===== config.mk =====
export PLATFORM = sky130hd
export DESIGN_NAME = lw_burst_sram
export DESIGN_NICKNAME = d
export VERILOG_FILES = /design/src/rtl/lwsram_pkg.sv /design/src/rtl/lwsram_burst_ctl.sv /design/src/rtl/lwsram_array.sv /design/src/rtl/lw_burst_sram.sv
export SDC_FILE = /design/constraint.sdc
export NUM_CORES = 2
export LEC_CHECK = 0
export BUFFER_PORTS_ARGS = -buffer_cell sky130_fd_sc_hd__clkbuf_2
export CELL_PAD_IN_SITES_DETAIL_PLACEMENT = 1
export CELL_PAD_IN_SITES_GLOBAL_PLACEMENT = 1
export CORE_ASPECT_RATIO = 0.9
export CORE_MARGIN = 3
export CORE_UTILIZATION = 60
export CTS_CLUSTER_DIAMETER = 120
export CTS_CLUSTER_SIZE = 20
export DETAILED_ROUTE_END_ITERATION = 7
export MAX_ROUTING_LAYER = met4
export PLACE_DENSITY_LB_ADDON = 0.1
export RECOVER_POWER = 100
export SKIP_LAST_GASP = 1
export SLEW_MARGIN = 15
export SYNTH_ARGS = -nofsm -noshare
export SYNTH_HDL_FRONTEND = slang
export SYNTH_SLANG_ARGS = --single-unit

===== constraint.sdc =====
create_clock -name clk -period 5.7 [get_ports clk]
set_input_delay 0.285 -clock clk [delete_from_list [all_inputs] [get_ports clk]]
set_output_delay 0.285 -clock clk [all_outputs]
set_load 0.1 [all_outputs]

===== src/rtl/lwsram_pkg.sv =====
package lwsram_pkg;

    typedef enum logic {
        OP_RD = 1'b0,
        OP_WR = 1'b1
    } op_e;

    // Low two address bits of a burst beat: XOR order or modulo-4 add order.
    function automatic logic [1:0] beat_low(input logic [1:0] start,
                                            input logic [1:0] cnt,
                                            input logic       lin);
        logic [1:0] sum;
        sum = start + cnt;
        return lin ? sum : (start ^ cnt);
    endfunction

endpackage


===== src/rtl/lwsram_burst_ctl.sv =====
module lwsram_burst_ctl
    import lwsram_pkg::*;
#(
    parameter int ADDR_W = 6
) (
    input  logic              clk,
    input  logic              rst,
    input  logic              hold,
    input  logic              adv,
    input  logic              rd_wr_n,
    input  logic              sel_ok,
    input  logic [ADDR_W-1:0] addr,
    input  logic              burst_lin,
    output logic              iss_vld,
    output op_e               iss_op,
    output logic [ADDR_W-1:0] iss_addr
);

    typedef struct packed {
        logic              active;
        op_e               op;
        logic [ADDR_W-1:0] base;
        logic [1:0]        cnt;
    } bst_t;

    bst_t st_d, st_q;

    always_comb begin
        st_d     = st_q;
        iss_vld  = 1'b0;
        iss_op   = st_q.op;
        iss_addr = st_q.base;
        if (!adv) begin
            iss_vld     = sel_ok;
            iss_op      = rd_wr_n ? OP_RD : OP_WR;
            iss_addr    = addr;
            st_d.active = sel_ok;
            st_d.op     = iss_op;
            st_d.base   = addr;
            st_d.cnt    = 2'd1;
        end else begin
            iss_vld  = st_q.active;
            iss_op   = st_q.op;
            iss_addr = {st_q.base[ADDR_W-1:2],
                        beat_low(st_q.base[1:0], st_q.cnt, burst_lin)};
            st_d.cnt = st_q.cnt + 2'd1;
        end
        if (hold) begin
            st_d = st_q;
        end
        if (rst) begin
            st_d = '0;
        end
    end

    always_ff @(posedge clk) begin
        st_q <= st_d;
    end

endmodule


===== src/rtl/lwsram_array.sv =====
module lwsram_array #(
    parameter int ADDR_W = 6,
    parameter int LANES  = 4,
    parameter int LANE_W = 8
) (
    input  logic                    clk,
    input  logic                    we,
    input  logic [LANES-1:0]        lane_en,
    input  logic [ADDR_W-1:0]       waddr,
    input  logic [LANES*LANE_W-1:0] wdata,
    input  logic [ADDR_W-1:0]       raddr,
    output logic [LANES*LANE_W-1:0] rdata
);

    localparam int DEPTH  = 1 << ADDR_W;
    localparam int DATA_W = LANES * LANE_W;

    logic [DATA_W-1:0] mem [DEPTH];

    always_ff @(posedge clk) begin
        if (we) begin
            for (int i = 0; i < LANES; i++) begin
                if (lane_en[i]) begin
                    mem[waddr][i*LANE_W +: LANE_W] <= wdata[i*LANE_W +: LANE_W];
                end
            end
        end
    end

    assign rdata = mem[raddr];

endmodule


===== src/rtl/lw_burst_sram.sv =====
module lw_burst_sram
    import lwsram_pkg::*;
#(
    parameter int ADDR_W = 6,
    parameter int LANES  = 4,
    parameter int LANE_W = 8
) (
    input  logic                    clk,
    input  logic                    rst,
    input  logic                    hold,
    input  logic                    sel_a_n,
    input  logic                    sel_b,
    input  logic                    sel_c_n,
    input  logic                    adv,
    input  logic                    rd_wr_n,
    input  logic [LANES-1:0]        lane_we_n,
    input  logic [ADDR_W-1:0]       addr,
    input  logic [LANES*LANE_W-1:0] wdata,
    input  logic                    burst_lin,
    input  logic                    out_en_n,
    output logic [LANES*LANE_W-1:0] rdata,
    output logic                    rdata_drive,
    output logic                    rdata_valid
);

    localparam int DATA_W = LANES * LANE_W;

    typedef struct packed {
        logic              s1_vld;
        op_e               s1_op;
        logic [ADDR_W-1:0] s1_addr;
        logic              s2_vld;
        op_e               s2_op;
        logic [ADDR_W-1:0] s2_addr;
        logic              out_vld;
        logic [DATA_W-1:0] out_data;
    } pipe_t;

    pipe_t pp_d, pp_q;

    logic              sel_ok;
    logic              iss_vld;
    op_e               iss_op;
    logic [ADDR_W-1:0] iss_addr;
    logic              arr_we;
    logic [DATA_W-1:0] arr_rdata;

    assign sel_ok = !sel_a_n && sel_b && !sel_c_n;

    lwsram_burst_ctl #(.ADDR_W(ADDR_W)) burst_i (
        .clk      (clk),
        .rst      (rst),
        .hold     (hold),
        .adv      (adv),
        .rd_wr_n  (rd_wr_n),
        .sel_ok   (sel_ok),
        .addr     (addr),
        .burst_lin(burst_lin),
        .iss_vld  (iss_vld),
        .iss_op   (iss_op),
        .iss_addr (iss_addr)
    );

    // Stage two commits writes with the bus data of this edge.
    assign arr_we = !hold && pp_q.s2_vld && (pp_q.s2_op == OP_WR);

    lwsram_array #(.ADDR_W(ADDR_W), .LANES(LANES), .LANE_W(LANE_W)) array_i (
        .clk    (clk),
        .we     (arr_we),
        .lane_en(~lane_we_n),
        .waddr  (pp_q.s2_addr),
        .wdata  (wdata),
        .raddr  (pp_q.s2_addr),
        .rdata  (arr_rdata)
    );

    always_comb begin
        pp_d = pp_q;
        if (!hold) begin
            pp_d.s1_vld   = iss_vld;
            pp_d.s1_op    = iss_op;
            pp_d.s1_addr  = iss_addr;
            pp_d.s2_vld   = pp_q.s1_vld;
            pp_d.s2_op    = pp_q.s1_op;
            pp_d.s2_addr  = pp_q.s1_addr;
            pp_d.out_vld  = pp_q.s2_vld && (pp_q.s2_op == OP_RD);
            pp_d.out_data = pp_d.out_vld ? arr_rdata : '0;
        end
        if (rst) begin
            pp_d = '0;
        end
    end

    always_ff @(posedge clk) begin
        pp_q <= pp_d;
    end

    assign rdata_valid = pp_q.out_vld;
    assign rdata_drive = pp_q.out_vld && !out_en_n;
    assign rdata       = rdata_drive ? pp_q.out_data : '0;

endmodule


; Word-level counts from Yosys, hierarchy flattened
; Memory sizes are Yosys's and may differ from the RTL's. A register that Yosys moved wholly into a read port is not among the register bits.
; Cells that the tools add are included.
[totals]
register_bits = 59
ramBits = 2048
input_bits = 52
out_inout_bits = 34
elab_cells = 53
n_memories = 1
[mem_list]
columns = memory, words, word_bits, read_ports, rd_ports_with_merged_regs, write_ports, line_no
row1 = array_i.mem, 64, 32, 1, 1, 1, lwsram_array.sv:18  ; logic [DATA_W-1:0] mem [DEPTH];
[op_classes]
add_sub_neg = 2
muxes = 22
n_bitwise = 5
n_reduce_logical = 11
[ops]
columns = op, n
row1 = two-way mux 32 bit, 2
row2 = two-way mux 6 bit, 3
row3 = two-way mux 1 bit, 15
row4 = logical AND 1 bit, 6
row5 = logical NOT 1 bit, 4
row6 = two-way mux 2 bit, 2
row7 = inverter 4 bit, 1
row8 = inverter 1 bit, 3
row9 = adder 2 x 1 -> 2 bit (second input constant), 1
row10 = adder 2 bit, 1
row11 = AND reduction 2 bit, 1
row12 = XOR 2 bit, 1

; Logic depth before layout (Yosys ltp)
[logic_depth]
ltp_word = 5
ltp_mapped = 11
mapped_depth_nobuf = 5

; Hierarchy
; A second synthesis with hierarchy kept.
[hier_totals]
cells_unflattened = 3846
hier_area_um2 = 81858.5
[modules_own_cells]
columns = mod, instances, cells_each, area_per_inst_um2, seq_area_each_um2
row1 = lwsram_array, 1, 3544, 79130.9, 61499.0
row2 = lw_burst_sram, 1, 243, 2212.1, 980.9
row3 = lwsram_burst_ctl, 1, 59, 515.5, 200.2

; Worst setup path before layout
; Ideal clock, no wire load.
[synth_timing]
path_kind = reg2out
from = register pp_q, in the netlist rdata_valid
to = output rdata[22]
arrival_ns = 3.146
t_required_ns = 5.415
setup_slack_ns = 2.269
stages_incl_launch_ff = 4
n_path_buf = 1
path_cell_list = dfxtp_1 > nor2b_1 > clkbuf_1 > and2_1
[synth_between]
elab_chain_len = 2
[synth_rtl]
columns = item, line_no
row1 = "start, declared", lw_burst_sram.sv:39  ; pipe_t pp_d, pp_q;
row2 = "start signal, assigned", lw_burst_sram.sv:95  ; pp_q <= pp_d;
row3 = logical AND 1 bit, lw_burst_sram.sv:99  ; assign rdata_drive = pp_q.out_vld && !out_en_n;
row4 = named net rdata_drive, lw_burst_sram.sv:22  ; output logic rdata_drive,
row5 = two-way mux 32 bit, lw_burst_sram.sv:100  ; assign rdata = rdata_drive ? pp_q.out_data : '0;
row6 = "end, declared", lw_burst_sram.sv:21  ; output logic [LANES*LANE_W-1:0] rdata,
; The timed path passes the listed nets, and every way through them passes these cells.

==> summary.txt <==
Worst setup path
  • Crit path launch type: register
  • WP data arrival: 5.16 ns
  • Worst r2r dst: pp_q[1]$_SDFFE_PP0N_
  • Max stage delay on crit path: 1.15 ns
  • CP Capture Type: register
  • FF-to-FF setup slack: 1.26 ns
  • Critical path class: reg -> reg
  • Worst path slowest cell: clkbuf_2
  • CP Data Required Time: 6.42 ns
  • R2R cell count: 6
  • Worst Path Max Fanout: 47
  • Worst path cell trace: clkbuf_2 -> mux4_2 -> mux2i_1 -> mux2_1 -> a2111oi_0 -> a22o_1

Synth
  • YS warnings: 0
  • Top_reg_cell synth: edfxtp_1
  • Post-synth ARST share: 0%
  • Gate Count Post-Synth: 3882
  • Synth Register Bits: 2113
  • Cell area after synthesis: 82400 um2
  • Post-synthesis cell type count: 58
  • Area contributors post-synth: edfxtp_1 75%, mux4_2 15%, mux2i_1 1.9%
  • Synth top area share: 74.7%
  • EDFF count, synth: 2048
  • Area leader, netlist: edfxtp_1
  • Net Count, Synth: 3935
  • Synthesized area per cell: 21.2 um2
  • Post-synthesis sequential area ratio: 76.2%

Finish
  • Fillers: 10906
  • Fin area: 87900 um2
  • Layout area overhead: 6.70%
  • Layout cells sized above 1: 20.3%
  • Non-Filler Instances: 5870
  • Nets: 3992

GRT
  • M2 GR Usage: 50.7%
  • M3 GR Usage: 8.12%
  • First-pass GRT wire length: 331000 um
  • Vias in the first global route: 41960
  • Gr busiest metal: met2
  • Total global routing overflow: 0
  • Initial antenna violation count: 16
  • Total GRT Usage: 34.6%
  • Met1 global-route usage: 48.2%
  • Pin count of the biggest net entering global routing: 123

Clocking
  • TritonCTS clock tree: yes
  • H-tree depth: 3
  • Clock root cell: clkbuf_16
  • CTS Buf Count: 115
  • Reg clk slew, reported paths: 0.09 ns
  • Worst skew pair latency: 0.78 ns
  • CTS Sinks: 2113
  • Longest Clk Path Bufs: 3
  • Post-CTS Setup Inserts: 0
  • # resized after CTS: 0

Timing
  • Sum Neg Setup Slack: 0 ns
  • Clock Skew: 0.0404 ns
  • Hold slack: 0.0589 ns
  • Final setup margin: 1.26 ns
  • Least-Margin Pin Slew: 3.49 ns
  • Slew Limit Headroom: -133%
  • FMAX: 225 MHz
  • RSZ-0062 raised after global routing: false
  • Final setup violation count: 0
  • Tcrit/Tclk final: 78.0%
  • Tmin final: 4.44 ns
  • Final Hold Viols: 0
  • Max-slew violation count: 2299

Run status
  • Outcome: finished, violations left
  • Violated checks: capacitance limit, slew limit

Routing
  • Drc violations: 0
  • Vias: 40984
  • Iter 0 DRT Violations: 6300
  • DR WL/cell: 39.8 um
  • DR vias/cell: 6.98
  • Drt total wl: 234000 um
  • Post-route ant nets: 0
  • Drt first pass iters: 8

Power
  • Leakage: 0.0257 uW
  • Max VDD drop: 0.000329 V
  • Pwr Density: 305 nW/um2

Place
  • Port Buffers: 85
  • HPWL Detailed: 145000 um
  • Post-place instance area: 84500 um2
  • Placed Instances: 5623
  • Pre-CTS setup slack: 1.82 ns
  • Placer congestion estimate: 0.898

Floorplan
  • Die width: 397 um
  • IO Count: 86
  • Site Rows: 128
  • Die area: 142000 um2
  • Initial Utilization: 60.7%
  • Core region area: 136000 um2
  • Die Ht: 358 um

Hold path
  • Hold Path Sink: pp_q[42]$_SDFFE_PP0N_
  • Hold depth: 3
  • Worst Hold Launch: adv
  • Hold Path Class: in -> reg

Job
  • Max Cap Viol: 35
-- cell families after synthesis --
kind of cell | synth area share [%]
AO/OA/AOI/OAI | 1.72
XOR/XNOR | 0.0213
adder cells (fa/ha/maj) | 0.0152
buffers and inverters | 1.62
flip-flops | 76.2
multiplexers | 17.4
AND/OR/NAND/NOR | 2.98
-- where the power goes --
part	leakage (uW)	switching, uW	internal (uW)
combinational	0.00515	676	331
sequential	0.0189	38.7	17000
clock	0.00159	4780	3970
-- sequential cells by signal, indices dropped and copies added, names as in the netlist, named ones only --
| signal | cells |
|---|---|
| pp_q | 48 |
| burst_i.st_q | 10 |
| rdata_valid | 1 |
| array_i.mem | 2048 |
-- cell usage after synthesis (all sizes together), types with 8 or more instances --
cell type	instances
a211oi	14
a21oi	63
a22oi	11
a31oi	8
and2	43
buf	152
clkbuf	81
dfxtp	65
edfxtp	2048
inv	8
mux2	51
mux2i	155
mux4	542
nand2	159
nand2b	8
nand3	8
nor2	302
nor2b	19
nor3b	9
o211ai	19
o21ai	9
o221ai	9
or2	9
-- cell type report --
cell class	instances	area (um2)	area share, %
Clock buffer	204	3340	3.80
Tap cell	1820	2280	2.59
Antenna cell	23	57.6	0.0655
Multi-Input combinational cell	1528	18300	20.8
Sequential cell	2113	62800	71.5
Clock inverter	1	8.76	0.00997
Timing Repair Buffer	173	1080	1.23
Inverter	8	32.5	0.0370
-- worst max-delay path by stage --
stage / startpoint / end
3_5_place_dp: register / pp_q[8]$_SDFFE_PP0N_
5_1_grt: register / pp_q[21]$_SDFFE_PP0N_
6_report: register / pp_q[1]$_SDFFE_PP0N_
2_1_floorplan: rdata_valid$_SDFFE_PP0N_ / rdata[22]
4_1_cts: register / pp_q[8]$_SDFFE_PP0N_
3_3_place_gp: register / pp_q[8]$_SDFFE_PP0N_
-- layer usage --
| layer | part of all wire [%] | vias to the layer above |
|---|---|---|
| li1 | - | 16058 |
| met1 | 38 | 21976 |
| met2 | 47 | 2530 |
| met3 | 11 | 420 |
| met4 | 4.6 | 0 |
| met5 | 0 | - |
-- critical path, delay by kind of cell (launching register included) --
family | cells | cell delay [ns]
AO/OA/AOI/OAI | 2 | 1.28
flip-flops | 1 | 0.91
multiplexers | 3 | 0.94
buffers and inverters | 1 | 1.15
-- stage by stage --
step | total power [uW] | utilization (%)
after global placement | 18400 | 62.2
after CTS | 26800 | 64.8
after global routing | 27500 | 64.7
after floorplan | 17900 | -
after detailed placement | 18400 | 62.2
final | 26800 | 64.7
-- cells in the final DEF (no fill, tap or decap), types with 22 or more instances in the layout --
cell	synthesis	final
mux2_2	51	50
nor2_1	302	301
buf_2	43	22
a21oi_1	63	63
mux2i_1	155	155
and2_1	43	41
mux4_2	542	542
clkbuf_1	80	156
buf_4	48	29
dfxtp_1	65	59
diode_2	0	23
nand2_1	159	159
edfxtp_1	2048	2048
clkbuf_16	0	121
-- timing repair --
| item | 4_1_cts | 5_1_grt |
|---|---|---|
| endpoints found under the setup margin | 0 | 0 |
| hold buffers | 19 | 0 |
| endpoints found under the hold margin | 12 | 0 |
Note: power is estimated with default switching activity, not from simulation.
